**config.mk**
```make
export PLATFORM = sky130hd
export DESIGN_NAME = phase_step_ctrl
export DESIGN_NICKNAME = d
export VERILOG_FILES = /design/src/rtl/ps_pkg.sv /design/src/rtl/ps_regs.sv /design/src/rtl/ps_reset_seq.sv /design/src/rtl/ps_stepper.sv /design/src/rtl/phase_step_ctrl.sv
export SDC_FILE = /design/constraint.sdc
export NUM_CORES = 1
export LEC_CHECK = 0
export BUFFER_PORTS_ARGS = -buffer_cell sky130_fd_sc_hd__buf_4
export CORE_ASPECT_RATIO = 1.1
export CORE_MARGIN = 3
export CORE_UTILIZATION = 52
export DETAILED_ROUTE_END_ITERATION = 12
export GPL_TIMING_DRIVEN = 0
export HOLD_SLACK_MARGIN = 0.08
export MAX_ROUTING_LAYER = met4
export PLACE_DENSITY = 0.83
export SYNTH_ARGS = -nofsm -noshare
export SYNTH_HDL_FRONTEND = slang
export SYNTH_SLANG_ARGS = --single-unit
```
**constraint.sdc**
```tcl
create_clock -name clk -period 2.8 [get_ports clk]
set_clock_uncertainty 0.05 [all_clocks]
set_input_delay 0.42 -clock clk [delete_from_list [all_inputs] [get_ports clk]]
set_output_delay 0.42 -clock clk [all_outputs]
set_load 0.005 [all_outputs]
```
**src/rtl/ps_pkg.sv**
```systemverilog
package ps_pkg;
  // Register word addresses
  localparam int unsigned ADR_CMD  = 0;
  localparam int unsigned ADR_CNT  = 1;
  localparam int unsigned ADR_STAT = 2;

  // Command word bits
  localparam int unsigned CB_GO  = 0;
  localparam int unsigned CB_DIR = 1;
  localparam int unsigned CB_SEL = 2;
  localparam int unsigned CB_RST = 3;

  // Status word bits
  localparam int unsigned SB_BUSY = 0;
  localparam int unsigned SB_LOCK = 1;

  typedef enum logic [0:0] {
    ST_IDLE = 1'b0,
    ST_WAIT = 1'b1
  } step_state_t;
endpackage

```
**src/rtl/ps_regs.sv**
```systemverilog
module ps_regs #(
  parameter int ADDR_W = 2,
  parameter int DATA_W = 16,
  parameter int CNT_W  = 16
) (
  input  logic              clk,
  input  logic              rst,
  input  logic              wr,
  input  logic              rd,
  input  logic [ADDR_W-1:0] addr,
  input  logic [DATA_W-1:0] wdata,
  input  logic              busy,
  input  logic              locked,
  output logic              go_pulse,
  output logic              rst_pulse,
  output logic              go_dir,
  output logic              clksel_q,
  output logic [CNT_W-1:0]  count_q,
  output logic [DATA_W-1:0] rdata
);
  import ps_pkg::*;

  logic              cmd_wr;
  logic              cnt_wr;
  logic              dir_q;
  logic [DATA_W-1:0] rd_mux;

  always_comb begin
    cmd_wr    = wr && (addr == ADDR_W'(ADR_CMD));
    cnt_wr    = wr && (addr == ADDR_W'(ADR_CNT));
    go_pulse  = cmd_wr && wdata[CB_GO];
    rst_pulse = cmd_wr && wdata[CB_RST];
    go_dir    = wdata[CB_DIR];
  end

  always_comb begin
    rd_mux = '0;
    if (addr == ADDR_W'(ADR_CMD)) begin
      rd_mux[CB_DIR] = dir_q;
      rd_mux[CB_SEL] = clksel_q;
    end else if (addr == ADDR_W'(ADR_CNT)) begin
      rd_mux[CNT_W-1:0] = count_q;
    end else if (addr == ADDR_W'(ADR_STAT)) begin
      rd_mux[SB_BUSY] = busy;
      rd_mux[SB_LOCK] = locked;
    end
  end

  always_ff @(posedge clk) begin
    if (rst) begin
      dir_q    <= 1'b0;
      clksel_q <= 1'b0;
      count_q  <= '0;
      rdata    <= '0;
    end else begin
      if (cmd_wr) begin
        dir_q    <= wdata[CB_DIR];
        clksel_q <= wdata[CB_SEL];
      end
      if (cnt_wr) count_q <= wdata[CNT_W-1:0];
      if (rd) rdata <= rd_mux;
    end
  end
endmodule

```
**src/rtl/ps_reset_seq.sv**
```systemverilog
module ps_reset_seq #(
  parameter int RST_CYCLES = 8
) (
  input  logic clk,
  input  logic rst,
  input  logic trig,
  output logic pll_rst
);
  localparam int CW = $clog2(RST_CYCLES + 1);

  logic [CW-1:0] cnt_q;

  always_ff @(posedge clk) begin
    if (rst) begin
      cnt_q   <= '0;
      pll_rst <= 1'b0;
    end else if (trig) begin
      cnt_q   <= CW'(RST_CYCLES - 1);
      pll_rst <= 1'b1;
    end else if (pll_rst) begin
      if (cnt_q == '0) pll_rst <= 1'b0;
      else             cnt_q   <= cnt_q - 1'b1;
    end
  end
endmodule

```
**src/rtl/ps_stepper.sv**
```systemverilog
module ps_stepper #(
  parameter int CNT_W = 16,
  parameter int ACC_W = 20
) (
  input  logic                    clk,
  input  logic                    rst,
  input  logic                    go,
  input  logic                    go_dir,
  input  logic                    go_ok,
  input  logic [CNT_W-1:0]        count,
  input  logic                    abort,
  input  logic                    done,
  output logic                    step,
  output logic                    dir,
  output logic                    busy,
  output logic signed [ACC_W-1:0] acc
);
  import ps_pkg::*;

  localparam logic signed [ACC_W-1:0] ACC_ONE = ACC_W'(1);
  localparam logic [CNT_W-1:0]        LAST    = CNT_W'(1);

  step_state_t      state_q;
  logic [CNT_W-1:0] left_q;

  always_ff @(posedge clk) begin
    if (rst) begin
      state_q <= ST_IDLE;
      left_q  <= '0;
      step    <= 1'b0;
      dir     <= 1'b0;
      busy    <= 1'b0;
      acc     <= '0;
    end else if (abort) begin
      state_q <= ST_IDLE;
      left_q  <= '0;
      step    <= 1'b0;
      busy    <= 1'b0;
      acc     <= '0;
    end else begin
      step <= 1'b0;
      case (state_q)
        ST_IDLE: begin
          if (go && go_ok && (count != '0)) begin
            state_q <= ST_WAIT;
            left_q  <= count;
            dir     <= go_dir;
            busy    <= 1'b1;
            step    <= 1'b1;
          end
        end
        ST_WAIT: begin
          if (done && !step) begin
            acc <= dir ? (acc - ACC_ONE) : (acc + ACC_ONE);
            if (left_q == LAST) begin
              state_q <= ST_IDLE;
              left_q  <= '0;
              busy    <= 1'b0;
            end else begin
              left_q <= left_q - 1'b1;
              step   <= 1'b1;
            end
          end
        end
        default: state_q <= ST_IDLE;
      endcase
    end
  end
endmodule

```
**src/rtl/phase_step_ctrl.sv**
```systemverilog
module phase_step_ctrl #(
  parameter int ADDR_W     = 2,
  parameter int DATA_W     = 16,
  parameter int CNT_W      = 16,
  parameter int ACC_W      = 20,
  parameter int RST_CYCLES = 8
) (
  input  logic                    clk,
  input  logic                    rst,
  input  logic                    bus_wr,
  input  logic                    bus_rd,
  input  logic [ADDR_W-1:0]       bus_addr,
  input  logic [DATA_W-1:0]       bus_wdata,
  output logic [DATA_W-1:0]       bus_rdata,
  output logic                    pll_step,
  output logic                    pll_dir,
  input  logic                    pll_done,
  output logic                    pll_rst,
  output logic                    pll_clksel,
  input  logic                    pll_locked,
  output logic signed [ACC_W-1:0] phase_acc
);
  logic             go_pulse;
  logic             rst_pulse;
  logic             go_dir;
  logic             busy_w;
  logic             go_ok;
  logic [CNT_W-1:0] count_w;

  ps_regs #(
    .ADDR_W(ADDR_W),
    .DATA_W(DATA_W),
    .CNT_W (CNT_W)
  ) u_regs (
    .clk      (clk),
    .rst      (rst),
    .wr       (bus_wr),
    .rd       (bus_rd),
    .addr     (bus_addr),
    .wdata    (bus_wdata),
    .busy     (busy_w),
    .locked   (pll_locked),
    .go_pulse (go_pulse),
    .rst_pulse(rst_pulse),
    .go_dir   (go_dir),
    .clksel_q (pll_clksel),
    .count_q  (count_w),
    .rdata    (bus_rdata)
  );

  ps_reset_seq #(
    .RST_CYCLES(RST_CYCLES)
  ) u_rstseq (
    .clk    (clk),
    .rst    (rst),
    .trig   (rst_pulse),
    .pll_rst(pll_rst)
  );

  assign go_ok = pll_locked && !pll_rst;

  ps_stepper #(
    .CNT_W(CNT_W),
    .ACC_W(ACC_W)
  ) u_stepper (
    .clk   (clk),
    .rst   (rst),
    .go    (go_pulse),
    .go_dir(go_dir),
    .go_ok (go_ok),
    .count (count_w),
    .abort (rst_pulse),
    .done  (pll_done),
    .step  (pll_step),
    .dir   (pll_dir),
    .busy  (busy_w),
    .acc   (phase_acc)
  );
endmodule

```
== After elaboration in Yosys (flattened, before gate mapping) ==
Cells that the tools add are included.

* Add/subtract/negate cells: 4
* Equal/unequal tests: 7
* Multiplexer cells: 27
* Bitwise gates (word level): 3
* Reductions and logical operators: 21

{| class="wikitable"
|+ Operator list
! kind !! number
|-
| $mux 16 || 3
|-
| $pmux 16 s2 || 1
|-
| $add 20x2->20 const B || 1
|-
| $mux 20 || 1
|-
| $sub 20x2->20 const B || 1
|-
| $eq 16x1->1 const B || 1
|-
| $reduce_bool 16->1 || 1
|-
| $sub 16x1->16 const B || 1
|-
| $mux 14 || 1
|-
| $mux 13 || 1
|-
| $mux 1 || 11
|-
| $mux 3 || 3
|-
| $logic_and 1x1->1 || 8
|-
| $reduce_and 2->1 || 4
|-
| $mux 2 || 3
|-
| $ne 2x2->1 const B || 3
|-
| $pmux 1 s2 || 3
|-
| $reduce_and 3->1 || 2
|-
| $logic_not 4->1 || 1
|-
| $sub 4x1->4 const B || 1
|-
| $not 1->1 || 3
|-
| $eq 2x1->1 const B || 1
|-
| $eq 2x2->1 const B || 1
|-
| $logic_not 1->1 || 2
|-
| other kinds (4) || 4
|}

* Bits in registers: 79
* Output and inout port bits: 40
* Logic and storage cells: 75

== Logic depth before layout (Yosys ltp) ==
Gate-level depths: netlist of the first run.

* Depth after elaboration: 7
* Depth in mapped cells: 11
* Gate-level depth less buffers: 9

== By module ==
A second synthesis of the first run with hierarchy kept.

* Cells, all modules: 566
* Area total of the unflattened synthesis: 4428.0 µm²

{| class="wikitable"
|+ Modules (own cells, without submodules)
! module !! times used !! cells an instance !! area each (µm²) !! sequential area each (µm²)
|-
| ps_stepper || 1 || 379 || 2846.5 || 800.8
|-
| ps_regs || 1 || 158 || 1326.3 || 680.7
|-
| ps_reset_seq || 1 || 28 || 241.5 || 100.1
|-
| phase_step_ctrl || 1 || 1 || 13.8 || 0.0
|}

== Least setup slack after synthesis of the first run ==
OpenSTA, ideal clock, no wires.

* Path type: register to register
* From: register u_stepper.dir
* To: register u_stepper.acc[18]
* Library setup time: 0.075 ns
* Arrival: 2.533 ns
* Data required time: 2.675 ns
* Setup slack: 0.143 ns
* Stages on the path, launching flop included: 10
* Period minus slack after synthesis: 2.657 ns
* Cells stage by stage: dfxtp_1 > inv_1 > fa_1 > nor2b_4 > o31a_2 > nor2_1 > o31ai_1 > a211oi_1 > xor2_1 > o21ai_0

* Word-level cells in the longest chain between the ends: 1

{| class="wikitable"
|+ RTL lines
! element !! line !! RTL
|-
| start, declared || ps_stepper.sv:14 || <nowiki>output logic dir,</nowiki>
|-
| start signal, assigned || ps_stepper.sv:47 || <nowiki>dir <= go_dir;</nowiki>
|-
| $mux 20 || ps_stepper.sv:54 || <nowiki>acc <= dir ? (acc - ACC_ONE) : (acc + ACC_ONE);</nowiki>
|-
| end signal, assigned || ps_stepper.sv:54 ||
|-
| end, declared || ps_stepper.sv:16 || <nowiki>output logic signed [ACC_W-1:0] acc</nowiki>
|}

Every way passes these cells.
A chain may end at the register's enable or synchronous reset.

== Worst setup path in the final report of the first run ==
* From: register u_stepper.dir
* To: register u_stepper.acc[15]

Same word-level chain as after synthesis.

==> results of run 1 <==
==> final cells by class <==
cell class,count,area share
multi-input cells,427,0.5102
flip-flops and latches,79,0.3005
repair buffers,61,0.08681
well taps,108,0.02562
plain buffers,28,0.02538
clock buffers,9,0.02348
inverters,20,0.01423
clock inverters,7,0.01376
==> layout by cell type, fill, tap and decap left out, types with 5 or more instances in the layout <==
cell type | Yosys | final
a211oi_1 | 7 | 7
a21o_1 | 7 | 7
a21oi_1 | 69 | 69
buf_2 | 5 | 5
buf_4 | 2 | 63
clkbuf_1 | 17 | 17
clkbuf_8 | 0 | 9
dfxtp_1 | 79 | 78
ha_1 | 21 | 21
inv_1 | 20 | 20
mux2i_1 | 9 | 9
nand2_1 | 82 | 82
nand3_1 | 9 | 9
nand4_1 | 5 | 5
nor2_1 | 53 | 53
nor2b_1 | 16 | 16
nor3_1 | 9 | 9
nor4_1 | 8 | 8
o21ai_0 | 31 | 31
o221ai_1 | 5 | 5
o32ai_1 | 5 | 5
xnor2_1 | 17 | 17
xor2_1 | 7 | 7
==> power by group through the flow <==
stage / clock [mW] / combinational, mW / sequential [mW]
final: 0.871 / 0.194 / 1.16
after global placement: 0 / 0.185 / 1.19
after detailed placement: 0 / 0.190 / 1.19
after floorplan: 0 / 0.122 / 1.18
after global routing: 0.923 / 0.216 / 1.16
after CTS: 0.868 / 0.192 / 1.16
==> worst max-delay path by stage <==
stage / startpoint / endpoint / slack, ns
2_1_floorplan: u_stepper.dir / u_stepper.acc[18] / 0.14
3_3_place_gp: u_stepper.dir / u_stepper.acc[18] / -0.40
3_5_place_dp: u_stepper.dir / u_stepper.acc[18] / -0.41
4_1_cts: u_stepper.dir / u_stepper.acc[18] / 0.12
5_1_grt: u_stepper.dir / u_stepper.acc[16] / 0.09
6_report: u_stepper.dir / u_stepper.acc[15] / 0.24
==> cells in the mapped netlist (all sizes together) (2+ instances only) <==
library cell,instances,share of area
nor2,55,0.049
a21oi,70,0.079
nor3,10,0.012
or3,2,0.0028
nor4,10,0.017
nand3,9,0.010
nand2,86,0.078
o31a,2,0.0042
o21a,2,0.0034
and3,4,0.0061
or2,3,0.0042
o211ai,2,0.0034
a221oi,2,0.0067
a32o,4,0.0089
nand2b,3,0.0042
o32ai,5,0.0098
nor2b,17,0.025
a31oi,2,0.0061
a32oi,2,0.0039
inv,20,0.017
xor2,7,0.014
a21o,7,0.012
nand4,5,0.0070
a2111oi,2,0.012
a211oi,7,0.012
nand3b,2,0.0061
ha,21,0.059
and2,2,0.0031
clkbuf,17,0.014
and3b,2,0.0048
dfxtp,79,0.35
o221ai,5,0.0098
o21ai,35,0.039
xnor2,17,0.033
o21bai,3,0.0050
buf,11,0.016
mux2i,9,0.020
nor3b,5,0.011
==> per-layer routing <==
layer | track usage | vias to the layer above | share of wire
li1 | - | 2089 | -
met1 | 0.3293 | 2016 | 0.44
met2 | 0.4263 | 146 | 0.48
met3 | 0.04052 | 20 | 0.054
met4 | 0.1099 | 0 | 0.018
met5 | - | - | 0
==> critical path: stages (launching register included) <==
cell,delay (ns)
dfxtp_4,0.54
ha_1,0.34
and3_1,0.25
a2111oi_4,0.55
nand2_2,0.14
a31oi_4,0.24
o21bai_1,0.11
xnor2_1,0.14
o21ai_1,0.07
==> state kept, by name, indices dropped and copies added, names as in the netlist <==
| name | flops |
|---|---|
| u_stepper.state_q | 1 |
| u_stepper.step | 1 |
| u_stepper.busy | 1 |
| u_stepper.left_q | 16 |
| u_regs.dir_q | 1 |
| u_regs.clksel_q | 1 |
| u_regs.count_q | 16 |
| u_stepper.acc | 20 |
| u_rstseq.pll_rst | 1 |
| u_rstseq.cnt_q | 4 |
| u_regs.rdata | 16 |
| u_stepper.dir | 1 |
==> cell families after synthesis <==
kind of cell / count (synthesis)
flip-flops: 79
buffers and inverters: 48
adder cells (fa/ha/maj): 22
AO/OA/AOI/OAI: 155
AND/OR/NAND/NOR: 217
XOR/XNOR: 24
multiplexers: 9
==> results.tsv, run 1 <==
metric	value	unit
run status	complete, no violations	
post-layout min period	2.560	ns
CTS tree	built	
Remaining Overflow, GRT	0	
final hold viol count	0	
diodes inserted	0	
largest family of logic cells by synthesized area	simple AND/OR/NAND/NOR gates	
type of origin of the critical path	flip-flop	
Synth Area in Compound Gates	0.2244	
synthesized area per cell	8.081	sq um
setup ws final	0.2405	ns
RSZ-0062 raised after global routing	false	
initial antenna violation count	0	
syn_nets	600	
Period Utilization, post-route	0.9141	
clock buffer count from CTS	9	
Setup Viol. Count Final	0	
Post-Syn Area	4477	sq um
Hold Path Sink	u_regs.count_q[10]	
site row count	34	
initial drt markers	281	
critical path class	reg -> reg	
post-place setup slack	-0.4057	ns
crit end category	flip-flop	
Critical Path RT	3.01	ns
Post-Synthesis Cells	554	
# IOs	64	
total routed wirelength	11780	microns
Clk Latency, worst-skew pair	0.38	ns
DR pass1 iterations	5	
Yosys cell types	65	
Reg2Reg Setup Slack	0.24	ns
CTS Sinks	79	
Synthesis Warnings	0	
Reg area	1585	sq um
largest net degree at the start of global routing	25	
max_cap viols	0	
worst-margin pin slew	0.6042	ns
post_cts resized	2	
I/O Buffers	61	
simple-gate portion of the synthesized area	0.2454	
H-tree Lvls	3	
CTS Buffer Depth	2	
Worst R2R Start	u_stepper.dir	
design area	5275	sq um
final core utilization	0.6492	
XOR/XNOR Fraction of Synth Area	0.04695	
Slew Viols, Final	0	
HP Class	in -> reg	
Crit path arrival time	2.77	ns
clock group share of total power	0.391	
worst r2r dst	u_stepper.acc[15]	
WL/cell	15.94	microns
multiplexer share of the synthesized area	0.02012	
nets@finish	672	
power per cell area	421.9	nW/um^2
Synth Area in Adders	0.06316	
hold path depth	3	
Lkg Pwr	2.127	nW
slew margin rel.	0.5972	
FF-to-FF path depth	8	
Seq pwr share	0.522	
Final Power	2.226	mW
Core ar.	8125	sq um
Post-synth EDFFs	0	
Layout Cells excl Fill	739	
Pint	1.570	mW
GRT Total Usage	0.2631	
Die Height	103.3	microns
layout cell share with drive strength beyond 1	0.1823	
async set-reset flop share out of synthesis	0	
Post-DRT Antenna Nets	0	
worst vdd ir	0.3773	mV
total number of vias	4271	
top_reg_cell synth	dfxtp_1	
multi-input logic area	2691	sq um
Comb pwr share	0.087	
CP Max Fanout	24	
detailed-placement wirelength estimate	8639	microns
number of global-route vias before repair	4233	
Hold Crit Start	bus_wdata[10]	
Placed Area	5070	sq um
Setup TNS Final	0	ns
drt drc	0	
gp weighted congestion	0.9658	
Hold WS	0.2318	ns
root buf cell	clkbuf_8	
dpl cells	723	
Sw Ratio	0.2946	
top achievable clock speed	0.3907	GHz
fillcell total	702	
CTS Hold Bufs	0	
chip width	94.47	microns
Die ar.	9760	sq um
NetSw	655.6	uW
Via density	5.779	
Layout area overhead	17.83	%
Seq cells post-synth	79	
first-pass GRT wire length	19980	microns
Initial Util	0.5510	
sequential-to-total area share from yosys stat	0.3533	
clock-pin slew on the worst setup and hold paths	0.10	ns
number of post-CTS setup repair buffers	0	
Note: power is estimated with default switching activity, not from simulation.
==> inputs of run 2 (changes only) <==
--- a/config.mk
+++ b/config.mk
@@ -6,14 +6,16 @@
 export NUM_CORES = 1
 export LEC_CHECK = 0
 export BUFFER_PORTS_ARGS = -buffer_cell sky130_fd_sc_hd__buf_4
+export CELL_PAD_IN_SITES_DETAIL_PLACEMENT = 0
+export CELL_PAD_IN_SITES_GLOBAL_PLACEMENT = 1
 export CORE_ASPECT_RATIO = 1.1
 export CORE_MARGIN = 3
-export CORE_UTILIZATION = 52
+export CORE_UTILIZATION = 39
 export DETAILED_ROUTE_END_ITERATION = 12
 export GPL_TIMING_DRIVEN = 0
 export HOLD_SLACK_MARGIN = 0.08
 export MAX_ROUTING_LAYER = met4
-export PLACE_DENSITY = 0.83
+export PLACE_DENSITY = 0.84
 export SYNTH_ARGS = -nofsm -noshare
 export SYNTH_HDL_FRONTEND = slang
 export SYNTH_SLANG_ARGS = --single-unit
==> run 2 against run 1 <==
- clock power is 42% higher
- sequential power barely moved
- non-clock buffer count unchanged
- die area is 31% higher
- worst hold slack better by 0.033 ns
- critical path depth unchanged
- largest power group is now clock
- highest routed layer unchanged
==> results.tsv, run 2 (synthesis gave the netlist of run 1 again) <==
metric	value	unit	change
run status	complete, no violations		
Largest Register	u_stepper.acc		
Die ar.	12800	sq um	+31%
Pint	1.929	mW	+23%
Initial Util	0.4048		-0.1462
GRT Total Usage	0.1961		-0.06699
most frequent cells in the layout	nand2_1 (82), dfxtp_1 (78), a21oi_1 (69), buf_4 (63), nor2_1 (53)		
total routed wirelength	11980	microns	+1.7%
worst-margin pin slew	0.5594	ns	-0.04476 ns
root buf cell	clkbuf_16		
DR pass1 iterations	4		-1
WL/cell	15.39	microns	-3.4%
Die Height	118.4	microns	+15%
diodes inserted	0		unchanged
Crit path arrival time	2.75	ns	-0.02 ns
Comb pwr share	0.075		-0.012
crit end category	flip-flop		
# IOs	64		unchanged
dpl cells	762		+5.4%
detailed-placement wirelength estimate	8811	microns	+2.0%
Critical Path RT	2.97	ns	-0.04 ns
post-layout min period	2.574	ns	+0.01409 ns
Clk Latency, worst-skew pair	0.35	ns	-0.03 ns
Layout Cells excl Fill	778		+5.3%
Period Utilization, post-route	0.9191		+0.005033
Sw Ratio	0.2562		-0.03840
Slew Viols, Final	0		unchanged
layout cell share with drive strength beyond 1	0.1823		unchanged
gp weighted congestion	0.8610		-11%
NetSw	664.4	uW	+1.3%
post-place setup slack	-0.5276	ns	-0.1219 ns
final hold viol count	0		unchanged
max_cap viols	0		unchanged
number of flip-flops under the largest register name	20		unchanged
first-pass GRT wire length	19800	microns	-0.93%
CTS Hold Bufs	0		unchanged
fillcell total	1081		+54%
slew margin rel.	0.6271		+0.02984
CP Max Fanout	24		unchanged
number of post-CTS setup repair buffers	0		unchanged
Setup Viol. Count Final	0		unchanged
power per cell area	477.1	nW/um^2	+13%
H-tree Lvls	3		unchanged
drt drc	0		unchanged
clock buffer count from CTS	9		unchanged
type of origin of the critical path	flip-flop		
HP Class	in -> reg		
Post-DRT Antenna Nets	0		unchanged
clock group share of total power	0.477		+0.086
post_cts resized	2		unchanged
largest net degree at the start of global routing	25		unchanged
CTS Buffer Depth	2		unchanged
initial drt markers	210		-25%
worst vdd ir	0.3195	mV	-15%
Remaining Overflow, GRT	0		unchanged
CTS Sinks	79		unchanged
critical path class	reg -> reg		
total number of vias	4176		-2.2%
Seq pwr share	0.448		-0.074
Hold WS	0.2652	ns	+0.03341 ns
clock-pin slew on the worst setup and hold paths	0.07	ns	-0.03 ns
top achievable clock speed	0.3886	GHz	-0.55%
site row count	40		+18%
RSZ-0062 raised after global routing	false		
number of global-route vias before repair	4051		-4.3%
setup ws final	0.2264	ns	-0.01409 ns
Via density	5.368		-7.1%
initial antenna violation count	0		unchanged
Lkg Pwr	2.179	nW	+2.4%
CTS tree	built		
Core ar.	11060	sq um	+36%
Layout area overhead	21.44	%	
I/O Buffers	61		unchanged
most common cell after layout, fill and taps aside	nand2_1		
nets@finish	672		unchanged
chip width	108.2	microns	+14%
[run 2: cell count changes in the layout (fill, tap and decap cells not counted), sizes merged]
| cell | delta |
|---|---|
| bufinv | +1 |
| clkinv | -1 |
[run 2: worst max-delay path: stages (launching register included)]
cell	delay [ns]
dfxtp_4	0.55
ha_1	0.33
nor2b_4	0.15
o31a_2	0.31
nor2_1	0.27
o21ai_1	0.19
a221oi_2	0.31
mux2i_1	0.22
o21ai_0	0.09
[run 2: through the flow]
| stage | power (mW) | cell area [sq um] | TNS, ns | util |
|---|---|---|---|---|
| 3_3_place_gp | 1.378 | 5119 | -2.432 | 0.4628 |
| 3_5_place_dp | 1.380 | 5119 | -2.767 | 0.4628 |
| 5_1_grt | 2.688 | 5436 | 0 | 0.4915 |
| 6_report | 2.594 | 5436 | 0 | 0.4915 |
| 2_1_floorplan | 1.302 | 4477 | 0 | - |
| 4_1_cts | 2.621 | 5431 | 0 | 0.4911 |
[run 2: area by class of cell]
type	count	area, sq um	area share
clock buffers	9	225.2	0.04143
flip-flops and latches	79	1585	0.2916
multi-input cells	427	2691	0.4951
well taps	147	183.9	0.03383
inverters	20	75.07	0.01381
repair buffers	61	457.9	0.08423
clock inverters	7	83.83	0.01542
plain buffers	28	133.9	0.02463
[run 2: power groups by stage]
stage / clock, mW / combinational (mW) / sequential, mW
2_1_floorplan: 0 / 0.122 / 1.18
3_3_place_gp: 0 / 0.191 / 1.19
3_5_place_dp: 0 / 0.192 / 1.19
4_1_cts: 1.27 / 0.193 / 1.16
5_1_grt: 1.31 / 0.215 / 1.16
6_report: 1.24 / 0.194 / 1.16
[run 2: path summary, 6_finish.rpt]
check / start / slack (ns) / depth (start not counted) / end
max: u_stepper.dir / 0.23 / 8 / u_stepper.acc[16]
max reg2reg: u_stepper.dir / 0.23 / 8 / u_stepper.acc[16]
min: bus_wdata[5] / 0.27 / 3 / u_regs.count_q[5]
min reg2reg: u_stepper.left_q[14] / 0.41 / 2 / u_stepper.left_q[14]
[run 2: metal layers]
| layer | global-route usage | vias to the layer above | routed length, microns |
|---|---|---|---|
| met5 | - | - | 0 |
| met4 | 0.07182 | 0 | 197 |
| met3 | 0.03277 | 15 | 503 |
| met2 | 0.3060 | 104 | 5624 |
| met1 | 0.2552 | 1955 | 5650 |
| li1 | - | 2102 | - |
